File: src/rtl/phy_scan_pkg.sv
package phy_scan_pkg;

    localparam logic [4:0] REG_CTRL = 5'd0;
    localparam logic [4:0] REG_STAT = 5'd1;
    localparam logic [4:0] REG_ADV  = 5'd4;

    localparam logic [15:0] PRES_MASK  = 16'h8301;
    localparam logic [15:0] PRES_MATCH = 16'h8001;
    localparam logic [15:0] CAP_MASK   = 16'h7800;
    localparam int          T4_BIT     = 9;

    localparam logic [15:0] ADV_ABILITY = 16'h01E0;
    localparam logic [15:0] ADV_BUILD   = 16'h03E0;

    localparam logic [15:0] CTL_AN_EN   = 16'h1000;
    localparam logic [15:0] CTL_AN_RST  = 16'h0200;
    localparam logic [15:0] CTL_FDX     = 16'h0100;
    localparam logic [15:0] CTL_SPD100  = 16'h2000;
    localparam logic [15:0] CTL_CLEAR   = 16'hED80;

    localparam logic [4:0] DEFAULT_ADDR = 5'd1;

    typedef enum logic [3:0] {
        S_START,
        S_PROBE,
        S_RD_CTRL,
        S_RD_ADV,
        S_DECIDE,
        S_WR_ADV,
        S_CTRL_CHK,
        S_WR_CTRL_A,
        S_SETTLE,
        S_WR_CTRL_B,
        S_ADVANCE,
        S_FINISH,
        S_HALT
    } scan_state_e;

endpackage

File: src/rtl/phy_scan_eval.sv
module phy_scan_eval
    import phy_scan_pkg::*;
(
    input  logic [15:0] status_i,
    input  logic [15:0] adv_i,
    output logic        present_o,
    output logic [15:0] adv_o
);

    logic pattern_hit;
    logic capability_hit;

    always_comb begin
        pattern_hit    = ((status_i & PRES_MASK) == PRES_MATCH);
        capability_hit = !status_i[T4_BIT] && ((status_i & CAP_MASK) != 16'h0000);
        present_o      = pattern_hit || capability_hit;
        if ((adv_i & ADV_ABILITY) == 16'h0000) begin
            adv_o = ((status_i >> 6) & ADV_BUILD) | 16'h0001;
        end else begin
            adv_o = adv_i;
        end
    end

endmodule

File: src/rtl/phy_scan_ctrl_calc.sv
module phy_scan_ctrl_calc
    import phy_scan_pkg::*;
(
    input  logic [15:0] ctrl_old_i,
    input  logic        autoneg_i,
    input  logic        full_duplex_i,
    input  logic        speed100_i,
    output logic [15:0] ctrl_new_o,
    output logic        an_toggle_o,
    output logic        dirty_o
);

    logic [15:0] staged;

    always_comb begin
        staged      = ctrl_old_i;
        an_toggle_o = 1'b0;
        if (autoneg_i) begin
            staged = staged | CTL_AN_EN;
            if (staged != ctrl_old_i) begin
                an_toggle_o = 1'b1;
                staged      = staged | CTL_AN_RST;
            end
        end else begin
            staged = staged & ~CTL_AN_EN;
            if (staged != ctrl_old_i) begin
                an_toggle_o = 1'b1;
            end
        end
        staged = staged & ~CTL_CLEAR;
        if (full_duplex_i) begin
            staged = staged | CTL_FDX;
        end
        if (speed100_i) begin
            staged = staged | CTL_SPD100;
        end
        ctrl_new_o = staged;
        dirty_o    = (staged != ctrl_old_i);
    end

endmodule

File: src/rtl/phy_scan_table.sv
module phy_scan_table
    import phy_scan_pkg::*;
#(
    parameter int MAX_PHYS = 4,
    parameter int IW       = 2
) (
    input  logic                  clk,
    input  logic                  rst_n,
    input  logic                  wr_en_i,
    input  logic [IW-1:0]         wr_idx_i,
    input  logic [4:0]            wr_addr_i,
    input  logic                  set_dflt_i,
    output logic [MAX_PHYS*5-1:0] table_o
);

    for (genvar g = 0; g < MAX_PHYS; g++) begin : g_slot
        logic [4:0] entry_q;

        always_ff @(posedge clk) begin
            if (!rst_n) begin
                entry_q <= 5'd0;
            end else if (wr_en_i && (wr_idx_i == IW'(g))) begin
                entry_q <= wr_addr_i;
            end else if ((g == 0) && set_dflt_i) begin
                entry_q <= DEFAULT_ADDR;
            end
        end

        assign table_o[g*5 +: 5] = entry_q;
    end

    // a slot write never targets a slot beyond the table
    a_r7_slot_in_range: assert property (@(posedge clk) disable iff (!rst_n)
        wr_en_i |-> (int'(wr_idx_i) < MAX_PHYS));

endmodule

File: src/rtl/phy_scan_seq.sv
module phy_scan_seq
    import phy_scan_pkg::*;
#(
    parameter int MAX_PHYS  = 4,
    parameter int CLK_HZ    = 100_000_000,
    parameter int SETTLE_US = 10
) (
    input  logic                          clk,
    input  logic                          rst_n,
    input  logic                          cfg_autoneg_i,
    input  logic                          cfg_full_duplex_i,
    input  logic                          cfg_speed100_i,
    input  logic                          cfg_phy_required_i,
    input  logic [15:0]                   cfg_adv_i,
    input  logic [MAX_PHYS*16-1:0]        slot_adv_i,
    output logic                          mdio_req_o,
    output logic                          mdio_we_o,
    output logic [4:0]                    mdio_phy_o,
    output logic [4:0]                    mdio_reg_o,
    output logic [15:0]                   mdio_wdata_o,
    input  logic                          mdio_done_i,
    input  logic [15:0]                   mdio_rdata_i,
    output logic [$clog2(MAX_PHYS+1)-1:0] found_count_o,
    output logic [MAX_PHYS*5-1:0]         phy_table_o,
    output logic                          scan_done_o
);

    localparam int CW       = $clog2(MAX_PHYS + 1);
    localparam int IW       = (MAX_PHYS > 1) ? $clog2(MAX_PHYS) : 1;
    localparam int RAW_WAIT = (CLK_HZ / 1_000_000) * SETTLE_US;
    localparam int WAIT_CYC = (RAW_WAIT < 1) ? 1 : RAW_WAIT;
    localparam int TW       = $clog2(WAIT_CYC + 1);
    localparam logic [5:0] LAST_PROBE = 6'd32;

    scan_state_e state_q, state_d;

    logic [5:0]    probe_q;
    logic [CW-1:0] found_q;
    logic [15:0]   stat_q;
    logic [15:0]   ctrl_q;
    logic [15:0]   adv_q;
    logic [15:0]   to_adv_q;
    logic [15:0]   learned_q;
    logic [TW-1:0] settle_q;

    logic [15:0] eval_status;
    logic        present;
    logic [15:0] adv_work;
    logic [15:0] ctrl_new;
    logic        an_toggle;
    logic        ctrl_dirty;
    logic [15:0] glob_val;
    logic [15:0] slot_val;
    logic [15:0] pick_adv;
    logic        learn_now;
    logic [IW-1:0] slot_idx;
    logic        scan_over;

    // ------------------------------------------------------------------
    // Evaluation helpers
    // ------------------------------------------------------------------
    assign eval_status = (state_q == S_PROBE) ? mdio_rdata_i : stat_q;

    phy_scan_eval u_eval (
        .status_i  (eval_status),
        .adv_i     (mdio_rdata_i),
        .present_o (present),
        .adv_o     (adv_work)
    );

    phy_scan_ctrl_calc u_ctrl (
        .ctrl_old_i    (ctrl_q),
        .autoneg_i     (cfg_autoneg_i),
        .full_duplex_i (cfg_full_duplex_i),
        .speed100_i    (cfg_speed100_i),
        .ctrl_new_o    (ctrl_new),
        .an_toggle_o   (an_toggle),
        .dirty_o       (ctrl_dirty)
    );

    assign slot_idx = found_q[IW-1:0];

    always_comb begin
        glob_val  = (cfg_adv_i != 16'h0000) ? cfg_adv_i : learned_q;
        slot_val  = slot_adv_i[slot_idx*16 +: 16];
        learn_now = 1'b0;
        if (glob_val != 16'h0000) begin
            pick_adv = glob_val;
        end else if (slot_val != 16'h0000) begin
            pick_adv = slot_val;
        end else begin
            pick_adv  = adv_q;
            learn_now = 1'b1;
        end
    end

    assign scan_over = (probe_q == LAST_PROBE) || (found_q == CW'(MAX_PHYS));

    // ------------------------------------------------------------------
    // State register
    // ------------------------------------------------------------------
    always_ff @(posedge clk) begin
        if (!rst_n) begin
            state_q <= S_START;
        end else begin
            state_q <= state_d;
        end
    end

    // ------------------------------------------------------------------
    // Next-state logic
    // ------------------------------------------------------------------
    always_comb begin
        state_d = state_q;
        unique case (state_q)
            S_START:     state_d = S_PROBE;
            S_PROBE:     if (mdio_done_i) state_d = present ? S_RD_CTRL : S_ADVANCE;
            S_RD_CTRL:   if (mdio_done_i) state_d = S_RD_ADV;
            S_RD_ADV:    if (mdio_done_i) state_d = S_DECIDE;
            S_DECIDE:    state_d = (pick_adv != adv_q) ? S_WR_ADV : S_CTRL_CHK;
            S_WR_ADV:    if (mdio_done_i) state_d = S_CTRL_CHK;
            S_CTRL_CHK: begin
                if (!ctrl_dirty) begin
                    state_d = S_ADVANCE;
                end else begin
                    state_d = an_toggle ? S_WR_CTRL_A : S_WR_CTRL_B;
                end
            end
            S_WR_CTRL_A: if (mdio_done_i) state_d = S_SETTLE;
            S_SETTLE:    if (settle_q == TW'(WAIT_CYC - 1)) state_d = S_WR_CTRL_B;
            S_WR_CTRL_B: if (mdio_done_i) state_d = S_ADVANCE;
            S_ADVANCE:   state_d = scan_over ? S_FINISH : S_PROBE;
            S_FINISH:    state_d = S_HALT;
            S_HALT:      state_d = S_HALT;
            default:     state_d = S_HALT;
        endcase
    end

    // ------------------------------------------------------------------
    // Datapath registers
    // ------------------------------------------------------------------
    always_ff @(posedge clk) begin
        if (!rst_n) begin
            probe_q   <= 6'd1;
            found_q   <= '0;
            stat_q    <= '0;
            ctrl_q    <= '0;
            adv_q     <= '0;
            to_adv_q  <= '0;
            learned_q <= '0;
            settle_q  <= '0;
        end else begin
            if ((state_q == S_PROBE) && mdio_done_i) begin
                stat_q <= mdio_rdata_i;
            end
            if ((state_q == S_RD_CTRL) && mdio_done_i) begin
                ctrl_q <= mdio_rdata_i;
            end
            if ((state_q == S_RD_ADV) && mdio_done_i) begin
                adv_q <= adv_work;
            end
            if (state_q == S_DECIDE) begin
                to_adv_q <= pick_adv;
                found_q  <= found_q + 1'b1;
                if (learn_now) begin
                    learned_q <= adv_q;
                end
            end
            if (state_q == S_SETTLE) begin
                settle_q <= settle_q + 1'b1;
            end else begin
                settle_q <= '0;
            end
            if ((state_q == S_ADVANCE) && !scan_over) begin
                probe_q <= probe_q + 1'b1;
            end
        end
    end

    phy_scan_table #(
        .MAX_PHYS (MAX_PHYS),
        .IW       (IW)
    ) u_table (
        .clk        (clk),
        .rst_n      (rst_n),
        .wr_en_i    (state_q == S_DECIDE),
        .wr_idx_i   (slot_idx),
        .wr_addr_i  (probe_q[4:0]),
        .set_dflt_i ((state_q == S_FINISH) && (found_q == '0) && cfg_phy_required_i),
        .table_o    (phy_table_o)
    );

    // ------------------------------------------------------------------
    // Outputs
    // ------------------------------------------------------------------
    always_comb begin
        mdio_req_o   = 1'b0;
        mdio_we_o    = 1'b0;
        mdio_reg_o   = REG_STAT;
        mdio_wdata_o = 16'h0000;
        unique case (state_q)
            S_PROBE: begin
                mdio_req_o = 1'b1;
                mdio_reg_o = REG_STAT;
            end
            S_RD_CTRL: begin
                mdio_req_o = 1'b1;
                mdio_reg_o = REG_CTRL;
            end
            S_RD_ADV: begin
                mdio_req_o = 1'b1;
                mdio_reg_o = REG_ADV;
            end
            S_WR_ADV: begin
                mdio_req_o   = 1'b1;
                mdio_we_o    = 1'b1;
                mdio_reg_o   = REG_ADV;
                mdio_wdata_o = to_adv_q;
            end
            S_WR_CTRL_A, S_WR_CTRL_B: begin
                mdio_req_o   = 1'b1;
                mdio_we_o    = 1'b1;
                mdio_reg_o   = REG_CTRL;
                mdio_wdata_o = ctrl_new;
            end
            default: begin
                mdio_req_o = 1'b0;
            end
        endcase
    end

    assign mdio_phy_o    = probe_q[4:0];
    assign found_count_o = found_q;
    assign scan_done_o   = (state_q == S_FINISH);

    // ------------------------------------------------------------------
    // Assertions
    // ------------------------------------------------------------------
    logic done_seen_q;

    always_ff @(posedge clk) begin
        if (!rst_n) begin
            done_seen_q <= 1'b0;
        end else if (scan_done_o) begin
            done_seen_q <= 1'b1;
        end
    end

    // an open request holds its command until completion
    a_r1_req_held: assert property (@(posedge clk) disable iff (!rst_n)
        (mdio_req_o && !mdio_done_i) |=> (mdio_req_o && $stable(mdio_phy_o)
            && $stable(mdio_reg_o) && $stable(mdio_we_o) && $stable(mdio_wdata_o)));

    // reads only touch control, status or advertisement
    a_r3_read_target: assert property (@(posedge clk) disable iff (!rst_n)
        (mdio_req_o && !mdio_we_o) |-> (mdio_reg_o == REG_CTRL || mdio_reg_o == REG_STAT
            || mdio_reg_o == REG_ADV));

    // writes only touch control or advertisement
    a_r4_write_target: assert property (@(posedge clk) disable iff (!rst_n)
        (mdio_req_o && mdio_we_o) |-> (mdio_reg_o == REG_CTRL || mdio_reg_o == REG_ADV));

    // the count never exceeds the table size
    a_r7_count_bound: assert property (@(posedge clk) disable iff (!rst_n)
        int'(found_count_o) <= MAX_PHYS);

    // the end pulse lasts one cycle
    a_r9_done_pulse: assert property (@(posedge clk) disable iff (!rst_n)
        scan_done_o |=> !scan_done_o);

    // the bus stays quiet after the scan ends
    a_r9_quiet_after: assert property (@(posedge clk) disable iff (!rst_n)
        done_seen_q |-> !mdio_req_o);

endmodule

File: config.mk
export PLATFORM = sky130hd
export DESIGN_NAME = phy_scan_seq
export DESIGN_NICKNAME = d
export VERILOG_FILES = /design/src/rtl/phy_scan_pkg.sv /design/src/rtl/phy_scan_eval.sv /design/src/rtl/phy_scan_ctrl_calc.sv /design/src/rtl/phy_scan_table.sv /design/src/rtl/phy_scan_seq.sv
export SDC_FILE = /design/constraint.sdc
export NUM_CORES = 1
export LEC_CHECK = 0
export BUFFER_PORTS_ARGS = -buffer_cell sky130_fd_sc_hd__buf_2
export CAP_MARGIN = 0
export CORE_ASPECT_RATIO = 0.5
export CORE_UTILIZATION = 45
export CTS_BUF_LIST = sky130_fd_sc_hd__clkbuf_16
export DETAILED_ROUTE_END_ITERATION = 10
export PLACE_DENSITY_LB_ADDON = 0.08
export SLEW_MARGIN = 15
export SYNTH_ARGS = -nofsm -noshare
export SYNTH_HDL_FRONTEND = slang
export SYNTH_SLANG_ARGS = --single-unit
File: constraint.sdc
create_clock -name clk -period 3.9 [get_ports clk]
set_input_delay 0 -clock clk [delete_from_list [all_inputs] [get_ports clk]]
set_output_delay 0 -clock clk [all_outputs]
set_load 0.01 [all_outputs]
* After elaboration in Yosys (flattened, before gate mapping)
Cells that the tools add are included.
** Word-level totals
- Register bits after elaboration :: 123
** Operators by class
- Multiplexer cells :: 33
- Equality and inequality tests :: 27
- Shift operators :: 1
- Reduce and logical (&&, ||, !) cells :: 32
- Add/subtract/negate cells :: 3
** Operators with widths (number)
- 16-bit two-way mux :: 5
- 16-bit nonzero test :: 4
- 64-bit by 7-bit indexed part select with 16-bit output :: 1
- 4-bit two-way mux :: 11
- 4-bit one-hot mux with 11 select lines :: 1
- 16-bit one-hot mux with 2 select lines :: 1
- 4-bit == test (second input constant) :: 5
- 4-bit by 3-bit == test with 1-bit output (second input constant) :: 4
- 16-bit logical NOT :: 1
- 14-bit by 16-bit != test with 1-bit output :: 1
- 16-bit != test :: 1
- 14-bit two-way mux :: 1
- 2-bit != test (second input constant) :: 7
- 13-bit two-way mux :: 1
- 1-bit logical AND :: 11
- 10-bit by 1-bit adder with 10-bit output (second input constant) :: 1
- 10-bit == test (second input constant) :: 1
- 10-bit two-way mux :: 1
- 5-bit two-way mux :: 2
- 9-bit two-way mux :: 1
- 4-bit by 2-bit == test with 1-bit output (second input constant) :: 2
- 1-bit two-way mux :: 7
- 7-bit AND reduction :: 1
- 6-bit by 1-bit adder with 6-bit output (second input constant) :: 1
- 18 further kinds :: 24

* Longest topological paths before layout
Gate-level depths: netlist of run 1.
- Depth in word-level cells :: 8
- Mapped depth :: 10

* Modules after synthesis
A second synthesis of run 1 with hierarchy kept.
** Second synthesis, totals
- Cells, all modules :: 822
- Area total of the unflattened synthesis :: 7079.3 sq um
** Modules (own cells, without submodules)
- phy_scan_seq :: cells each 703, sequential area each 2062.0 sq um, times used 1, area each 5974.5 sq um
- phy_scan_table :: cells each 73, sequential area each 400.4 sq um, times used 1, area each 757.0 sq um
- phy_scan_eval :: cells each 21, sequential area each 0.0 sq um, times used 1, area each 175.2 sq um
- phy_scan_ctrl_calc :: cells each 25, sequential area each 0.0 sq um, times used 1, area each 172.7 sq um

* Worst setup path before layout of run 1
OpenSTA, ideal clock, no wires.
- Path kind :: register -> register
- From :: reg found_q[0] (netlist: found_count_o[0])
- To :: reg state_q[0]
- Period minus slack after synthesis :: 2.710 ns
- Buffers on the path :: 1
- Slack :: 1.190 ns
- Stages on the path, launching flop included :: 10
- Library setup time :: 0.125 ns
- Data required time :: 3.775 ns
- Data arrival time :: 2.585 ns
- Cell sequence :: dfxtp_1 -> buf_2 -> mux4_2 -> nor4_1 -> nand2_2 -> nor2_4 -> o211ai_2 -> a2111oi_4 -> nand4_1 -> o2bb2ai_1
** Between the ends
- Longest elaborated chain between the ends :: 7
** Ends and longest elaborated chain
- start: declaration :: line phy_scan_seq.sv:38 : logic [CW-1:0] found_q;
- start signal: assignment :: line phy_scan_seq.sv:164 : found_q <= found_q + 1'b1;
- 64-bit by 7-bit indexed part select with 16-bit output * :: line phy_scan_seq.sv:85 : slot_val = slot_adv_i[slot_idx*16 +: 16];
- 16-bit nonzero test :: line phy_scan_seq.sv:89 : end else if (slot_val != 16'h0000) begin
- 16-bit two-way mux * :: line phy_scan_seq.sv:89
- 16-bit two-way mux * :: line phy_scan_seq.sv:87 : if (glob_val != 16'h0000) begin
- 16-bit != test * :: line phy_scan_seq.sv:120 : S_DECIDE: state_d = (pick_adv != adv_q) ? S_WR_ADV : S_CTRL_CHK;
- 2-bit two-way mux * :: line phy_scan_seq.sv:120
- 4-bit one-hot mux with 11 select lines * :: line phy_scan_seq.sv:115 : unique case (state_q)
- end signal: assignment :: line phy_scan_seq.sv:106 : state_q <= state_d;
- end: declaration :: line phy_scan_seq.sv:35 : scan_state_e state_q, state_d;
Every way passes the cells marked *; elsewhere a longest branch is shown, timed or not.
A chain may end at the register's enable or synchronous reset.

* Worst setup path in the final report of run 1
Same ends and word-level chain as after synthesis.

==> results of run 1 <==
registers in the layout (all words and copies together), names as in the netlist:
signal                  cells
ctrl_q                     16
probe_q                     6
found_count_o               3
settle_q                   10
to_adv_q                   16
state_q                     4
learned_q                  16
adv_q                      16
stat_q                      5
u_table.g_slot.entry_q     20
layer usage:
| layer | vias up | track usage, % | share of wire (%) |
|---|---|---|---|
| li1 | 3028 | - | - |
| met1 | 2966 | 43.9 | 49 |
| met2 | 278 | 42.2 | 42 |
| met3 | 33 | 5.04 | 7.2 |
| met4 | 0 | 7.27 | 1.4 |
| met5 | - | 0 | 0 |
layout make-up:
class	instances	area share, %
multi-input cells	567	48.6
flip-flops and latches	112	29.9
repair buffers	177	13.3
clock buffers	9	3.00
well taps	170	2.83
inverters	28	1.40
clock inverters	7	1.05
final timing paths:
| kind | startpoint | endpoint | slack (ns) |
|---|---|---|---|
| worst max-delay path | found_count_o[0] | state_q[0] | 0.61 |
| worst min-delay path | cfg_adv_i[1] | to_adv_q[1] | 0.18 |
| worst max register to register | found_count_o[0] | state_q[0] | 0.61 |
| worst min register to register | u_table.g_slot[0].entry_q[0] | u_table.g_slot[0].entry_q[0] | 0.44 |
cell families after synthesis:
logic type                 count (synthesis)  share of synthesized area, %
buffers and inverters                     83                          5.84
DFF                                      112                          36.0
muxes                                     27                          7.55
other                                      1                        0.0602
AOI/OAI and AO/OA                        209                          21.8
and+or+nand+nor                          297                          24.0
xor gates and xnor gates                  24                          3.37
adders and majority gates                  7                          1.41
through the flow:
stage	setup WS, ns	hold slack, ns	instances
2_1_floorplan	1.19	0.136	762
3_3_place_gp	0.463	0.257	1036
3_5_place_dp	0.330	0.260	1036
4_1_cts	0.320	0.173	1070
5_1_grt	0.379	0.231	1070
6_report	0.611	0.178	1070
cell usage in the layout, fill, tap and decap left out, types with 7 or more instances in the layout:
cell / synthesis / routed
dfxtp_1: 112 / 111
nor3_1: 18 / 17
mux2i_1: 11 / 11
a21oi_1: 97 / 97
buf_2: 6 / 151
dlygate4sd3_1: 0 / 18
inv_1: 27 / 28
and2_1: 7 / 7
nand3_1: 41 / 41
buf_4: 8 / 8
o22ai_1: 9 / 9
xnor2_1: 15 / 15
ha_1: 7 / 7
a211oi_1: 18 / 18
mux4_2: 16 / 16
o21ai_0: 15 / 15
nor2_1: 71 / 70
clkbuf_16: 0 / 9
xor2_1: 9 / 9
nand2_1: 102 / 102
a22o_1: 10 / 10
a41oi_1: 7 / 7
power breakdown:
group	internal, W	leakage, nW	switching (W)
clock network	0.000508	0.155	0.000443
logic	0.000333	1.78	0.000511
registers	0.00122	0.905	0.000139
total	0.00206	2.84	0.00109
worst max-delay path, delay by kind of cell, from the launching register on:
family	cells	cell delay (ns)
and+or+nand+nor	4	1.01
AOI/OAI and AO/OA	3	0.72
DFF	1	0.63
muxes	1	0.58
buffers and inverters	1	0.23
timing repair:
item	in CTS	in global routing
endpoints found under the hold margin	35	0
endpoints found under the setup margin	0	1
resized for setup	0	1
setup buffers	0	0
hold buffers	18	0
==> results.md, run 1 <==
* Critical Path Fanout Max at 16
* Post-synth top cells: dfxtp_1 (112), nand2_1 (102), a21oi_1 (97)
* Most used DFF post-synth: dfxtp_1
* Antenna cell count at 0
* DR vias at 6,305
* Final setup vio count at 0
* Rel. slew slack at 42.5%
* Layout Nets at 1,005
* Vias in the first global route at 5,909
* Clock slew at reported path FFs at 0.08 ns
* Overall Global Routing Usage at 29.0%
* Avg Cell Area, Syn at 8.20 um^2
* Final period utilization at 84.3%
* Clk root buf: clkbuf_16
* Max cap viols at 0
* Post-synth EDFFs at 0
* I/O Buffers at 151
* Main area contributors after synthesis: dfxtp_1 (36%), a21oi_1 (7.8%), nand2_1 (6.1%)
* Post-Synthesis Cell Area at 6230 um^2
* Clk_lat worst skew at 0.35 ns
* Chip Width at 168 um
* Post-DP Area at 7020 um^2
* First-pass GRT wire length at 32,300 um
* Cells after Synth at 760
* Drt pass-1 iters at 5
* Crit path cell chain: buf_4 > mux4_2 > nor4_2 > nand2_2 > nor2_4 > o211ai_1 > a221oi_1 > nand4_1 > o2bb2ai_1
* DR WL/cell at 19.1 um
* Die height at 85.2 um
* DRC violation count after routing at 0
* Antenna-violating nets left at 0
* Sequential cell area at 2240 um^2
* Post-synthesis sequential area ratio at 36.0%
* Critical path's slowest cell: dfxtp_2
* Max Slew Vio Count at 0
* Startpoint Class: flip-flop
* Leakage at 2.84 nW
* Layout cells sized above 1 at 23.9%
* Post-synth top area cell: dfxtp_1
* Post-synth ARST share at 0%
* Achievable frequency at 304 MHz
* Core Area at 13,100 um^2
* Largest net degree at the start of global routing at 65
* GRT overflow at 0
* Synth warn at 0
* Power per cell area at 420 nW/um^2
* Total clock sinks at 112
* Setup TNS at 0 ns
* Min cycle time layout at 3.29 ns
* HPWL after DPL at 15,300 um
* Unrepaired setup endpoints after global routing: false
* Setup CP Type: flip-flop to flip-flop
* Initial Util at 47.7%
* Tot Pwr at 0.00315 W
* Finished Cell Area at 7510 um^2
* P&R area growth vs syn at 20.6%
* Status: finished, final reports clean
* CP endpoint kind: flip-flop
* Gpl congestion at 0.951
* Distinct cells, synth at 68
* Initial antenna violation count at 0
* Most numerous cell in the Yosys netlist: dfxtp_1
* Max incr delay on CP at 0.63 ns
* Fillers at 1,245
* Synth top area share at 36.0%
* Post-layout util at 57.5%
* CTS Buf Count at 9
* I/O pin count at 155
* Multi-input logic area at 3650 um^2
* Yosys reg bits at 112
* Worst-margin pin slew at 0.851 ns
* CTS HTree Levels at 3
* Peak supply drop at 237 uV
* Cell depth of the worst flop-to-flop path at 9
* Worst Hold Depth at 5
* Row Count at 29
* CTS tree: done
* Crit path DAT at 3.52 ns
* CP Data Required Time at 4.13 ns
* Clock skew at 0.0150 ns
* Final Hold Viols at 0
* Initial DRC count at 600
* Die ar. at 14,300 um^2
* Drt via density at 5.89
* Maximum buffer depth of the clock tree at 2
* Post-Route WL at 20,400 um
* Hold Crit Class: input port to flip-flop
Note: power is estimated with default switching activity, not from simulation.
==> run 2: changes to the inputs <==
==> constraint.sdc (replaced) <==
create_clock -name clk -period 2.8 [get_ports clk]
set_input_delay 0 -clock clk [delete_from_list [all_inputs] [get_ports clk]]
set_output_delay 0 -clock clk [all_outputs]
set_load 0.01 [all_outputs]
==> run 2 against run 1 <==
  * Fmax increased by 21%
  * Sequential power increased by 36%
  * Utilization increased by 3.7 points
  * Worst hold slack got worse by 0.16 ns
  * Sequential share of layout area decreased by 1.8 points
  * Global-route usage increased by 0.58 points
  * Wire length increased by 4.2%
  * Clock skew decreased by 0.0084 ns
  * Clock power increased by 33%
  * First-iteration DRC count decreased by 2.7%
  * Via count increased by 4.0%
  * Non-clock buffer count increased by 44
  * Critical path type unchanged
==> results.md, run 2 (synthesis results as in run 1) <==
* Status: finished, final reports clean (unchanged)
* Switching share of power at 35.5% (was 34.7%)
* Clock slew at reported path FFs at 0.08 ns (about the same)
* Setup CP Type: flip-flop to flip-flop (unchanged)
* Drt pass-1 iters at 5 (unchanged)
* Finished Cell Area at 8000 um^2 (was 7510 um^2)
* Die ar. at 14,300 um^2 (unchanged)
* Most frequent cells in the layout: buf_2 (151), dfxtp_1 (109), nand2_1 (101) (was buf_2 (151), dfxtp_1 (111), nand2_1 (102))
* Row Count at 29 (unchanged)
* Gpl congestion at 0.950 (was 0.951)
* Most common cell after layout, fill and taps aside: buf_2 (unchanged)
* Largest register FFs at 20 (unchanged)
* HPWL after DPL at 16,100 um (was 15,300 um)
* Peak supply drop at 426 uV (was 237 uV)
* Critical path's slowest cell: mux4_2 (was dfxtp_2)
* Final Hold Viols at 0 (unchanged)
* Final period utilization at 97.0% (was 84.3%)
* Antenna cell count at 0 (unchanged)
* Initial DRC count at 584 (was 600)
* R2R Path Start: found_count_o[0] (unchanged)
* Post-DP Area at 7300 um^2 (was 7020 um^2)
* Hold path startpoint: mdio_done_i (was cfg_adv_i[1])
* DR WL/cell at 19.1 um (about the same)
* Startpoint Class: flip-flop (unchanged)
* Initial Util at 47.7% (unchanged)
* CP endpoint kind: flip-flop (unchanged)
* Critical Path Fanout Max at 6 (was 16)
* Comb power frac at 30.0% (was 26.7%)
* CTS HTree Levels at 3 (unchanged)
* Clk root buf: clkbuf_16 (unchanged)
* Clock power share at 28.4% (was 30.2%)
* Die height at 85.2 um (unchanged)
* Hold Crit Class: input port to flip-flop (unchanged)
* I/O Buffers at 151 (unchanged)
* Crit path cell chain: buf_12 > mux4_2 > buf_6 > o211a_1 > or4_4 > a2111oi_4 > nand4_1 > a21oi_1 (was buf_4 > mux4_2 > nor4_2 > nand2_2 > nor2_4 > o211ai_1 > a221oi_1 > nand4_1 > o2bb2ai_1)
* Final setup vio count at 0 (unchanged)
* Clock skew at 0.00659 ns (was 0.0150 ns)
* Crit path DAT at 3.01 ns (was 3.52 ns)
* Max incr delay on CP at 0.54 ns (was 0.63 ns)
* Clk_lat worst skew at 0.36 ns (was 0.35 ns)
* Achievable frequency at 368 MHz (was 304 MHz)
* First-pass GRT wire length at 32,500 um (was 32,300 um)
* DR vias at 6,556 (was 6,305)
* Largest net degree at the start of global routing at 50 (was 65)
* Sw power at 0.00158 W (was 0.00109 W)
* Rel. slew slack at 54.0% (was 42.5%)
* Unrepaired setup endpoints after global routing: true (was false)
* CTS Buf Count at 9 (unchanged)
* Overall Global Routing Usage at 29.6% (was 29.0%)
* Antenna-violating nets left at 0 (unchanged)
* Vias in the first global route at 5,895 (was 5,909)
* Power per cell area at 557 nW/um^2 (was 420 nW/um^2)
* Chip Width at 168 um (unchanged)
* CP Data Required Time at 3.09 ns (was 4.13 ns)
* P&R area growth vs syn at 28.4% (was 20.6%)
* Max cap viols at 0 (unchanged)
* Start point of the critical path: found_count_o[0] (unchanged)
* Worst-margin pin slew at 0.688 ns (was 0.851 ns)
* Core Area at 13,100 um^2 (unchanged)
* Layout Nets at 1,049 (was 1,005)
* Maximum buffer depth of the clock tree at 2 (unchanged)
* CTS tree: done (unchanged)
* Min cycle time layout at 2.72 ns (was 3.29 ns)
* I/O pin count at 155 (unchanged)
* Int Power at 0.00288 W (was 0.00206 W)
* Layout cells sized above 1 at 28.5% (was 23.9%)
* Setup TNS at 0 ns (unchanged)
* DRC violation count after routing at 0 (unchanged)
* Max Slew Vio Count at 0 (unchanged)
* Share of power burned in registers at 41.6% (was 43.1%)
* Drt via density at 5.89 (about the same)
* Post-Route WL at 21,300 um (was 20,400 um)
* Cells after DPL at 1,069 (was 1,036)
* Most flops, register: u_table.g_slot.entry_q (unchanged)
* Total clock sinks at 112 (unchanged)
* Fin cells at 1,113 (was 1,070)
* Leakage at 3.10 nW (was 2.84 nW)
* GRT overflow at 0 (unchanged)
* Initial antenna violation count at 0 (unchanged)
* Flop-to-flop setup slack at 0.08 ns (was 0.61 ns)
## run 2: metal layers
| layer | wire length (um) | track usage, % | vias to the layer above | share of wire (%) |
|---|---|---|---|---|
| li1 | - | - | 3102 | - |
| met1 | 10100 | 43.1 | 3111 | 48 |
| met2 | 9060 | 43.9 | 314 | 43 |
| met3 | 1790 | 7.23 | 29 | 8.4 |
| met4 | 310 | 6.53 | 0 | 1.5 |
| met5 | 0 | 0 | - | 0 |
## run 2: worst max-delay path, delay by kind of cell, from the launching register on
| kind | cells | cell delay, ns |
|---|---|---|
| flip-flops | 1 | 0.41 |
| buffers and inverters | 2 | 0.28 |
| AND/OR/NAND/NOR | 2 | 0.70 |
| multiplexers | 1 | 0.54 |
| AO/OA/AOI/OAI | 3 | 0.72 |
## run 2: metrics by stage
step / total power (W) / worst slack (ns) / hold WS [ns] / util, %
global route: 0.00467 / -0.0300 / 0.0174 / 61.3
CTS: 0.00439 / 0.0468 / 0.00193 / 59.4
detailed placement: 0.00311 / 0.0768 / 0.263 / 55.9
global placement: 0.00311 / 0.0338 / 0.256 / 55.9
floorplan: 0.00265 / 0.0896 / 0.136 / -
finish: 0.00446 / 0.0826 / 0.0136 / 61.3
## run 2: cell type report
| type | instances | area (um^2) |
|---|---|---|
| multi-input cells | 567 | 3740 |
| repair buffers | 221 | 1400 |
| flip-flops and latches | 112 | 2250 |
| inverters | 28 | 105 |
| clock inverters | 6 | 61.3 |
| clock buffers | 9 | 225 |
| well taps | 170 | 213 |
| fillers | 1200 | 5060 |
## run 2: path summary, 6_finish.rpt
path,to,depth (start not counted)
worst max register to register,state_q[1],8
worst max-delay path,state_q[1],8
worst min-delay path,stat_q[15],3
worst min register to register,u_table.g_slot[0].entry_q[0],2
## run 2: power groups by stage
stage	clock network (W)	registers, W	logic, W
after floorplan	0	0.00180	0.000848
after global placement	0	0.00188	0.00123
after detailed placement	0	0.00188	0.00123
after CTS	0.00129	0.00184	0.00126
after global routing	0.00134	0.00187	0.00145
final	0.00127	0.00185	0.00134
## run 2: what timing repair did
action | CTS | global route
hold endpoints to repair | 35 | 0
hold buffers | 17 | 0
buffers inserted | 0 | 10
setup endpoints to repair | 0 | 6
gates resized for setup | 0 | 22
